File: config.mk
export PLATFORM = sky130hd
export DESIGN_NAME = smbblk_engine
export DESIGN_NICKNAME = d
export VERILOG_FILES = /design/src/rtl/smbblk_pkg.sv /design/src/rtl/smbblk_buf.sv /design/src/rtl/smbblk_seq.sv /design/src/rtl/smbblk_engine.sv
export SDC_FILE = /design/constraint.sdc
export NUM_CORES = 1
export LEC_CHECK = 0
export BUFFER_PORTS_ARGS = -buffer_cell sky130_fd_sc_hd__buf_2
export CORE_MARGIN = 2
export CORE_UTILIZATION = 50
export DETAILED_ROUTE_END_ITERATION = 7
export PLACE_DENSITY = 0.67
export SETUP_SLACK_MARGIN = 0.3
export SYNTH_ARGS = -nofsm -noshare
export SYNTH_HDL_FRONTEND = slang
export SYNTH_HIERARCHICAL = 1
export SYNTH_SLANG_ARGS = --single-unit
File: constraint.sdc
create_clock -name clk -period 11.01 [get_ports clk]
set_input_delay 3.303 -clock clk [delete_from_list [all_inputs] [get_ports clk]]
set_output_delay 3.303 -clock clk [all_outputs]
set_load 0.005 [all_outputs]
File: src/rtl/smbblk_pkg.sv
package smbblk_pkg;

  typedef enum logic [2:0] {
    OP_START = 3'd0,
    OP_SEND  = 3'd1,
    OP_RACK  = 3'd2,
    OP_RNACK = 3'd3,
    OP_STOP  = 3'd4
  } bus_op_e;

  typedef enum logic [3:0] {
    S_IDLE, S_ADDR, S_CMD, S_CNT, S_FETCH, S_WDATA,
    S_RADDR, S_RCNT, S_DUMP, S_RDATA, S_BD, S_STOP
  } seq_state_e;

endpackage

File: src/rtl/smbblk_buf.sv
module smbblk_buf #(
  parameter int DEPTH = 32,
  parameter int W     = 8,
  parameter int PW    = $clog2(DEPTH)
) (
  input  logic          clk,
  input  logic          rst_n,
  input  logic          ptr_rst,
  input  logic          host_we,
  input  logic          host_re,
  input  logic [W-1:0]  host_wdata,
  output logic [W-1:0]  host_rdata,
  input  logic          eng_we,
  input  logic [PW-1:0] eng_idx,
  input  logic [W-1:0]  eng_wdata,
  output logic [W-1:0]  eng_rdata
);

  logic [W-1:0]  mem [DEPTH];
  logic [PW-1:0] ptr;
  logic [PW-1:0] base;
  logic [PW-1:0] step;
  logic          touch;

  // a pointer reset in the same cycle as an access makes the access hit entry 0
  assign base  = ptr_rst ? '0 : ptr;
  assign step  = (base == PW'(DEPTH - 1)) ? '0 : base + 1'b1;
  assign touch = host_we | host_re;

  assign host_rdata = mem[base];
  assign eng_rdata  = mem[eng_idx];

  always_ff @(posedge clk or negedge rst_n) begin
    if (!rst_n)       ptr <= '0;
    else if (touch)   ptr <= step;
    else if (ptr_rst) ptr <= '0;
  end

  always_ff @(posedge clk) begin
    if (host_we) mem[base] <= host_wdata;
    if (eng_we)  mem[eng_idx] <= eng_wdata;
  end

  assert_ptr_clear_R3: assert property (@(posedge clk) disable iff (!rst_n)
    (ptr_rst && !touch) |=> (ptr == '0));

  assert_ptr_same_cycle_R3: assert property (@(posedge clk) disable iff (!rst_n)
    (ptr_rst && touch) |=> (ptr == PW'(1)));

endmodule

File: src/rtl/smbblk_seq.sv
module smbblk_seq
  import smbblk_pkg::*;
#(
  parameter int MAX_LEN = 32,
  parameter int IDX_W   = $clog2(MAX_LEN)
) (
  input  logic             clk,
  input  logic             rst_n,
  input  logic             start,
  input  logic             is_read,
  input  logic             i2c_mode,
  input  logic             buf_mode,
  input  logic [6:0]       addr7,
  input  logic [7:0]       cmd_byte,
  input  logic [7:0]       data0,
  input  logic [7:0]       data1,
  input  logic             host_last,
  input  logic             bd_clear,
  output logic             bus_valid,
  input  logic             bus_ready,
  output logic [2:0]       bus_op,
  output logic [7:0]       bus_wdata,
  input  logic             bus_done,
  input  logic [7:0]       bus_rdata,
  output logic [IDX_W-1:0] buf_idx,
  input  logic [7:0]       buf_rdata,
  output logic             buf_we,
  output logic [7:0]       buf_wdata,
  output logic             fetch_ready,
  input  logic             fetch_valid,
  input  logic [7:0]       fetch_data,
  output logic             hold_valid,
  output logic [7:0]       hold_data,
  input  logic             hold_pop,
  output logic             busy,
  output logic             done,
  output logic             failed,
  output logic             byte_done,
  output logic [7:0]       count_out
);

  seq_state_e       state;
  logic             issued;
  logic [IDX_W-1:0] idx;
  logic [7:0]       cnt;
  logic             rd_q, i2c_q, bm_q, last_q, end_q;
  logic [6:0]       addr_q;
  logic [7:0]       cmd_q, d1_q, tx_q, hold_q;
  logic             hold_v, bd_q, fail_q, done_q;
  logic             op_state, advance, at_last, nack_now;
  logic             start_bad;

  function automatic logic len_bad(input logic [7:0] n);
    return (n == 8'd0) || (n > 8'(MAX_LEN));
  endfunction

  assign at_last   = ((8'(idx) + 8'd1) == cnt);
  assign nack_now  = at_last | (!bm_q & last_q);
  assign advance   = issued & bus_done;
  assign start_bad = (!is_read || i2c_mode) && len_bad(data0);

  always_comb begin
    op_state  = 1'b1;
    bus_op    = OP_SEND;
    bus_wdata = 8'h00;
    unique case (state)
      S_ADDR:  begin bus_op = OP_START; bus_wdata = {addr_q, 1'b0}; end
      S_CMD:   bus_wdata = (rd_q && i2c_q) ? d1_q : cmd_q;
      S_CNT:   bus_wdata = cnt;
      S_WDATA: bus_wdata = bm_q ? buf_rdata : tx_q;
      S_RADDR: begin bus_op = OP_START; bus_wdata = {addr_q, 1'b1}; end
      S_RCNT:  bus_op = OP_RACK;
      S_DUMP:  bus_op = OP_RNACK;
      S_RDATA: bus_op = nack_now ? OP_RNACK : OP_RACK;
      S_STOP:  bus_op = OP_STOP;
      default: op_state = 1'b0;
    endcase
  end

  assign bus_valid   = op_state & !issued;
  assign buf_idx     = idx;
  assign buf_we      = advance && (state == S_RDATA) && bm_q;
  assign buf_wdata   = bus_rdata;
  assign fetch_ready = (state == S_FETCH);
  assign hold_valid  = hold_v;
  assign hold_data   = hold_q;
  assign busy        = (state != S_IDLE);
  assign done        = done_q;
  assign failed      = fail_q;
  assign byte_done   = bd_q;
  assign count_out   = cnt;

  always_ff @(posedge clk or negedge rst_n) begin
    if (!rst_n) begin
      state  <= S_IDLE;
      issued <= 1'b0;
      idx    <= '0;
      cnt    <= 8'd0;
      rd_q   <= 1'b0;
      i2c_q  <= 1'b0;
      bm_q   <= 1'b0;
      last_q <= 1'b0;
      end_q  <= 1'b0;
      addr_q <= 7'd0;
      cmd_q  <= 8'd0;
      d1_q   <= 8'd0;
      tx_q   <= 8'd0;
      hold_q <= 8'd0;
      hold_v <= 1'b0;
      bd_q   <= 1'b0;
      fail_q <= 1'b0;
      done_q <= 1'b0;
    end else begin
      done_q <= 1'b0;
      if (hold_pop) hold_v <= 1'b0;
      if (bus_valid && bus_ready) issued <= 1'b1;
      if (advance) issued <= 1'b0;
      unique case (state)
        S_IDLE: if (start) begin
          rd_q   <= is_read;
          i2c_q  <= i2c_mode;
          bm_q   <= buf_mode;
          last_q <= host_last;
          end_q  <= 1'b0;
          addr_q <= addr7;
          cmd_q  <= cmd_byte;
          d1_q   <= data1;
          idx    <= '0;
          cnt    <= data0;
          fail_q <= start_bad;
          if (start_bad) done_q <= 1'b1;
          else           state  <= S_ADDR;
        end
        S_ADDR:  if (advance) state <= S_CMD;
        S_CMD:   if (advance) state <= rd_q ? S_RADDR : S_CNT;
        S_CNT:   if (advance) state <= bm_q ? S_WDATA : S_FETCH;
        S_FETCH: if (fetch_valid) begin
          tx_q  <= fetch_data;
          state <= S_WDATA;
        end
        S_WDATA: if (advance) begin
          if (!bm_q) begin
            bd_q  <= 1'b1;
            state <= S_BD;
          end else if (at_last) begin
            state <= S_STOP;
          end else begin
            idx <= idx + 1'b1;
          end
        end
        S_RADDR: if (advance) state <= i2c_q ? S_RDATA : S_RCNT;
        S_RCNT: if (advance) begin
          cnt <= bus_rdata;
          if (len_bad(bus_rdata)) begin
            fail_q <= 1'b1;
            state  <= S_DUMP;
          end else begin
            state  <= S_RDATA;
          end
        end
        S_DUMP: if (advance) state <= S_STOP;
        S_RDATA: if (advance) begin
          if (bm_q) begin
            if (nack_now) state <= S_STOP;
            else          idx   <= idx + 1'b1;
          end else begin
            hold_q <= bus_rdata;
            hold_v <= 1'b1;
            bd_q   <= 1'b1;
            end_q  <= nack_now;
            state  <= S_BD;
          end
        end
        S_BD: if (bd_clear) begin
          bd_q   <= 1'b0;
          last_q <= host_last;
          if (rd_q ? end_q : at_last) begin
            state <= S_STOP;
          end else begin
            idx   <= idx + 1'b1;
            state <= rd_q ? S_RDATA : S_FETCH;
          end
        end
        S_STOP: if (advance) begin
          done_q <= 1'b1;
          state  <= S_IDLE;
        end
        default: state <= S_IDLE;
      endcase
    end
  end

  assert_bd_stall_R7: assert property (@(posedge clk) disable iff (!rst_n)
    bd_q |-> !bus_valid);

  assert_buf_no_bd_R9: assert property (@(posedge clk) disable iff (!rst_n)
    (bm_q && state != S_IDLE) |-> !bd_q);

  assert_done_pulse_R10: assert property (@(posedge clk) disable iff (!rst_n)
    done_q |=> !done_q);

  assert_nack_then_stop_R4: assert property (@(posedge clk) disable iff (!rst_n)
    (advance && state == S_RDATA && bus_op == OP_RNACK) |=>
      (state == S_STOP || state == S_BD));

endmodule

File: src/rtl/smbblk_engine.sv
module smbblk_engine #(
  parameter int MAX_LEN = 32,
  parameter int IDX_W   = $clog2(MAX_LEN)
) (
  input  logic       clk,
  input  logic       rst_n,
  input  logic       start,
  input  logic       is_read,
  input  logic       i2c_mode,
  input  logic       buf_mode,
  input  logic [6:0] addr7,
  input  logic [7:0] cmd_byte,
  input  logic [7:0] data0,
  input  logic [7:0] data1,
  input  logic       host_last,
  input  logic       bd_clear,
  input  logic       ptr_rst,
  input  logic       wr_valid,
  input  logic [7:0] wr_data,
  output logic       wr_ready,
  output logic       rd_valid,
  output logic [7:0] rd_data,
  input  logic       rd_ready,
  output logic       bus_valid,
  input  logic       bus_ready,
  output logic [2:0] bus_op,
  output logic [7:0] bus_wdata,
  input  logic       bus_done,
  input  logic [7:0] bus_rdata,
  output logic       busy,
  output logic       done,
  output logic       failed,
  output logic       byte_done,
  output logic [7:0] count_out
);

  logic             idle_bm;
  logic             host_we, host_re;
  logic [7:0]       host_rdata;
  logic             eng_we;
  logic [IDX_W-1:0] eng_idx;
  logic [7:0]       eng_wdata, eng_rdata;
  logic             fetch_ready, hold_valid, hold_pop;
  logic [7:0]       hold_data;

  // host port reaches the buffer only while idle in buffered mode
  assign idle_bm  = !busy && buf_mode;
  assign wr_ready = idle_bm | fetch_ready;
  assign rd_valid = idle_bm | hold_valid;
  assign rd_data  = idle_bm ? host_rdata : hold_data;
  assign host_we  = idle_bm & wr_valid;
  assign host_re  = idle_bm & rd_ready;
  assign hold_pop = hold_valid & rd_ready;

  smbblk_buf #(.DEPTH(MAX_LEN), .W(8), .PW(IDX_W)) u_buf (
    .clk(clk), .rst_n(rst_n), .ptr_rst(ptr_rst),
    .host_we(host_we), .host_re(host_re),
    .host_wdata(wr_data), .host_rdata(host_rdata),
    .eng_we(eng_we), .eng_idx(eng_idx),
    .eng_wdata(eng_wdata), .eng_rdata(eng_rdata)
  );

  smbblk_seq #(.MAX_LEN(MAX_LEN), .IDX_W(IDX_W)) u_seq (
    .clk(clk), .rst_n(rst_n), .start(start),
    .is_read(is_read), .i2c_mode(i2c_mode), .buf_mode(buf_mode),
    .addr7(addr7), .cmd_byte(cmd_byte), .data0(data0), .data1(data1),
    .host_last(host_last), .bd_clear(bd_clear),
    .bus_valid(bus_valid), .bus_ready(bus_ready), .bus_op(bus_op),
    .bus_wdata(bus_wdata), .bus_done(bus_done), .bus_rdata(bus_rdata),
    .buf_idx(eng_idx), .buf_rdata(eng_rdata),
    .buf_we(eng_we), .buf_wdata(eng_wdata),
    .fetch_ready(fetch_ready), .fetch_valid(wr_valid), .fetch_data(wr_data),
    .hold_valid(hold_valid), .hold_data(hold_data), .hold_pop(hold_pop),
    .busy(busy), .done(done), .failed(failed),
    .byte_done(byte_done), .count_out(count_out)
  );

  assert_stream_gate_R11: assert property (@(posedge clk) disable iff (!rst_n)
    (busy && buf_mode) |-> (!wr_ready && !hold_valid));

endmodule

==> results.yml <==
grt:
  grt_overflow: 0
  grt_max_degree: 66
  grt_antenna_before_repair: 2
  grt_pass1_wl_um: 101000
  gr-usage-all-layers_pct: 34.2
  grt_pass1_vias: 13946
drt:
  ant_nets: 0
  via_per_inst: 7.20
  routedWlPerCell_um: 34.4
  routed_wl_um: 69800
  drt_iter0_markers: 2521
  first_pass_iters: 8
  drc: 3
  vias: 14596
floorplanning:
  fp.dieW_um: 201
  ios: 94
  initial_core_util_pct: 50.5
  row_count: 72
  dieArea_um2: 40400
  core-area_um2: 38500
  die_y_um: 201
synthesis:
  yosys-top-cells-count: "mux2_2 (318), edfxtp_1 (256), nand2_1 (109), clkbuf_1 (104), dfrtp_1 (71)"
  ys_types: 79
  synth_area_um2: 19400
  synth.area.top_cells: "edfxtp_1 (40%), mux2_2 (18%), dfrtp_1 (9.1%)"
  syn_avg_cell_area_um2: 13.1
  synthCells: 1481
  ys_seq_area_share_pct: 48.7
  async_flop_share_pct: 21.7
  synth_seq_cells: 327
  syn_nets: 1544
  synth_top_area_share_pct: 39.6
  yosys_warnings: 6
  synth_edf_count: 256
  yosysTopAreaCell: "edfxtp_1"
  yosys.cell_count.top_type: "mux2_2"
  synth_flop_cell: "edfxtp_1"
clock_network:
  cts_buffers: 38
  cts_tree: "yes"
  cts-root-buf: "clkbuf_16"
  clk_pin_slew_worst_paths_ns: 0.06
  cts.sinks: 327
  htree_levels: 2
  cts_resized: 0
  clkLatencyLatePin_ns: 0.57
  post_cts_buffers: 0
  clock_path_buffers: 3
  holdBufCountCts: 0
layout:
  syn_to_final_growth_pct: 9.32
  layout-drive-gt1-share_pct: 40.0
  fin_nets: 1543
  post-route-util_pct: 55.2
outcome:
  run_status: "complete, but fails checks"
  failed_checks: "DRC"
power_and_ir_drop:
  pwr_density_cell_nw_per_um2: 191
  ir_worst_vdd_mv: 0.126
  leakagePower_uw: 0.00735
timing:
  timing.slew.headroom_pct: 12.2
  fmax_ghz: 0.110
  post-route-period-util_pct: 82.9
  final.setup.tns_ns: 0
  min_period_ns: 9.12
  rsz0062_at_grt: "false"
  fin_ws_ns: 1.89
  slew_viol_final: 0
  worstMarginPinSlew_ns: 1.31
  worst_clock_skew_ns: 0.0217
  setup_viol: 0
  final_hold_viol_count: 0
placement:
  portBuffers: 93
  dp_slack_ns: 2.01
  post-dp-hpwl_um: 46600
  gp_congestion: 0.996
worst_setup_path:
  worstPathRequired_ns: 7.71
  critical_path_class: "in2out"
  cp_max_fo: 55
  cp-end-kind: "output pin"
  cp-start-kind: "input pin"
  cp_data_arrival_time_ns: 5.82
flow_run:
  maxCapViolCount: 0
hold_path:
  hold_path_class: "reg2reg"
-- registers in the layout, summed over array words and instances (netlist names), 4 cells and up --
register	count
u_seq/addr_q	7
u_seq/count_out	8
u_seq/d1_q	8
u_seq/state	4
u_seq/hold_data	8
u_buf/ptr	5
u_seq/cmd_q	8
u_buf/mem	256
u_seq/tx_q	8
u_seq/buf_idx	5
-- placed cells by master (no fill, tap or decap), types with 7 or more instances in the layout --
| cell | instances |
|---|---|
| mux2i_1 | 26 |
| nor2_1 | 40 |
| mux2_4 | 17 |
| o221ai_1 | 7 |
| a21oi_1 | 14 |
| nor2b_1 | 12 |
| dfrtp_1 | 68 |
| buf_2 | 92 |
| o21ai_0 | 42 |
| a22oi_1 | 44 |
| nand3_1 | 16 |
| nor3_1 | 7 |
| edfxtp_1 | 256 |
| mux4_2 | 64 |
| mux2_1 | 15 |
| buf_4 | 16 |
| o22ai_1 | 55 |
| inv_1 | 20 |
| or4_1 | 11 |
| or3_1 | 7 |
| nand4_1 | 10 |
| clkbuf_1 | 13 |
| nor2_2 | 14 |
| nand2b_1 | 10 |
| mux2_2 | 318 |
| a222oi_1 | 54 |
| clkbuf_16 | 40 |
| nand2_1 | 109 |
-- cells by family (layout without fill, tap and decap cells) --
kind of cell    count (synthesis)  after routing  synth area share, %
flops                         327            327                 48.7
other cells                     0              1                    0
simple gates                  274            274                 7.29
mux                           440            440                 29.4
fa+ha+maj                       3              3                0.193
buf+inv                       169            197                 3.85
compound gates                263            263                 10.3
xor+xnor                        5              5                0.226
-- metrics by stage --
stage,instances,instance area [um^2],total power (uW),hold slack (ns)
finish,2028,21200,4050,0.479
global route,2027,21200,4190,0.502
CTS,2027,21200,4030,0.478
detailed placement,1958,20000,2780,0.465
global placement,1958,20000,2760,0.458
floorplan,1481,19400,2400,0.445
-- critical path: stages --
cell,delay (ns)
buf_2,0.29
nor3_4,0.07
buf_4,0.34
a222oi_1,0.48
o22ai_1,0.15
or4_1,0.69
mux2_4,0.32
buf_2,0.12
-- cell type report --
cell class / count / area (um^2)
Multi-Input combinational cell: 985 / 9240
Sequential cell: 327 / 9470
Tap cell: 518 / 648
Clock inverter: 13 / 120
Fill cell: 3180 / 17200
Timing Repair Buffer: 108 / 581
Clock buffer: 56 / 1090
Antenna cell: 1 / 2.50
Inverter: 20 / 75.1
-- report_power, final --
group          leakage (uW)  switching (uW)  internal, uW  total (uW)
logic               0.00356             644           536        1180
clock network      0.000591             524           736        1260
registers           0.00320             171          1430        1610
total               0.00735            1340          2710        4050
-- worst paths after layout --
path,endpoint,start,slack (ns),cells past startpoint
worst min-delay path,u_seq/cmd_q[5],u_seq/cmd_q[5],0.48,2
max in group asynchronous,u_seq/buf_idx[0],rst_n,7.30,2
worst min register to register,u_seq/cmd_q[5],u_seq/cmd_q[5],0.48,2
worst max-delay path,rd_data[5],ptr_rst,1.89,8
min in group asynchronous,u_buf/ptr[4],rst_n,2.54,1
worst max register to register,u_buf/mem[0][4],u_seq/bm_q,6.91,5
-- metal layers --
| layer | share of wire (%) | track usage, % | vias to the layer above | wire length, um |
|---|---|---|---|---|
| li1 | - | - | 5894 | - |
| met2 | 44 | 50.8 | 1057 | 30800 |
| met4 | 4.8 | 15.5 | 2 | 3350 |
| met1 | 40 | 48.6 | 7450 | 27600 |
| met3 | 11 | 7.01 | 193 | 8020 |
| met5 | 0.019 | 0 | - | 13 |
No activity file was read; power rests on OpenSTA's default activity.
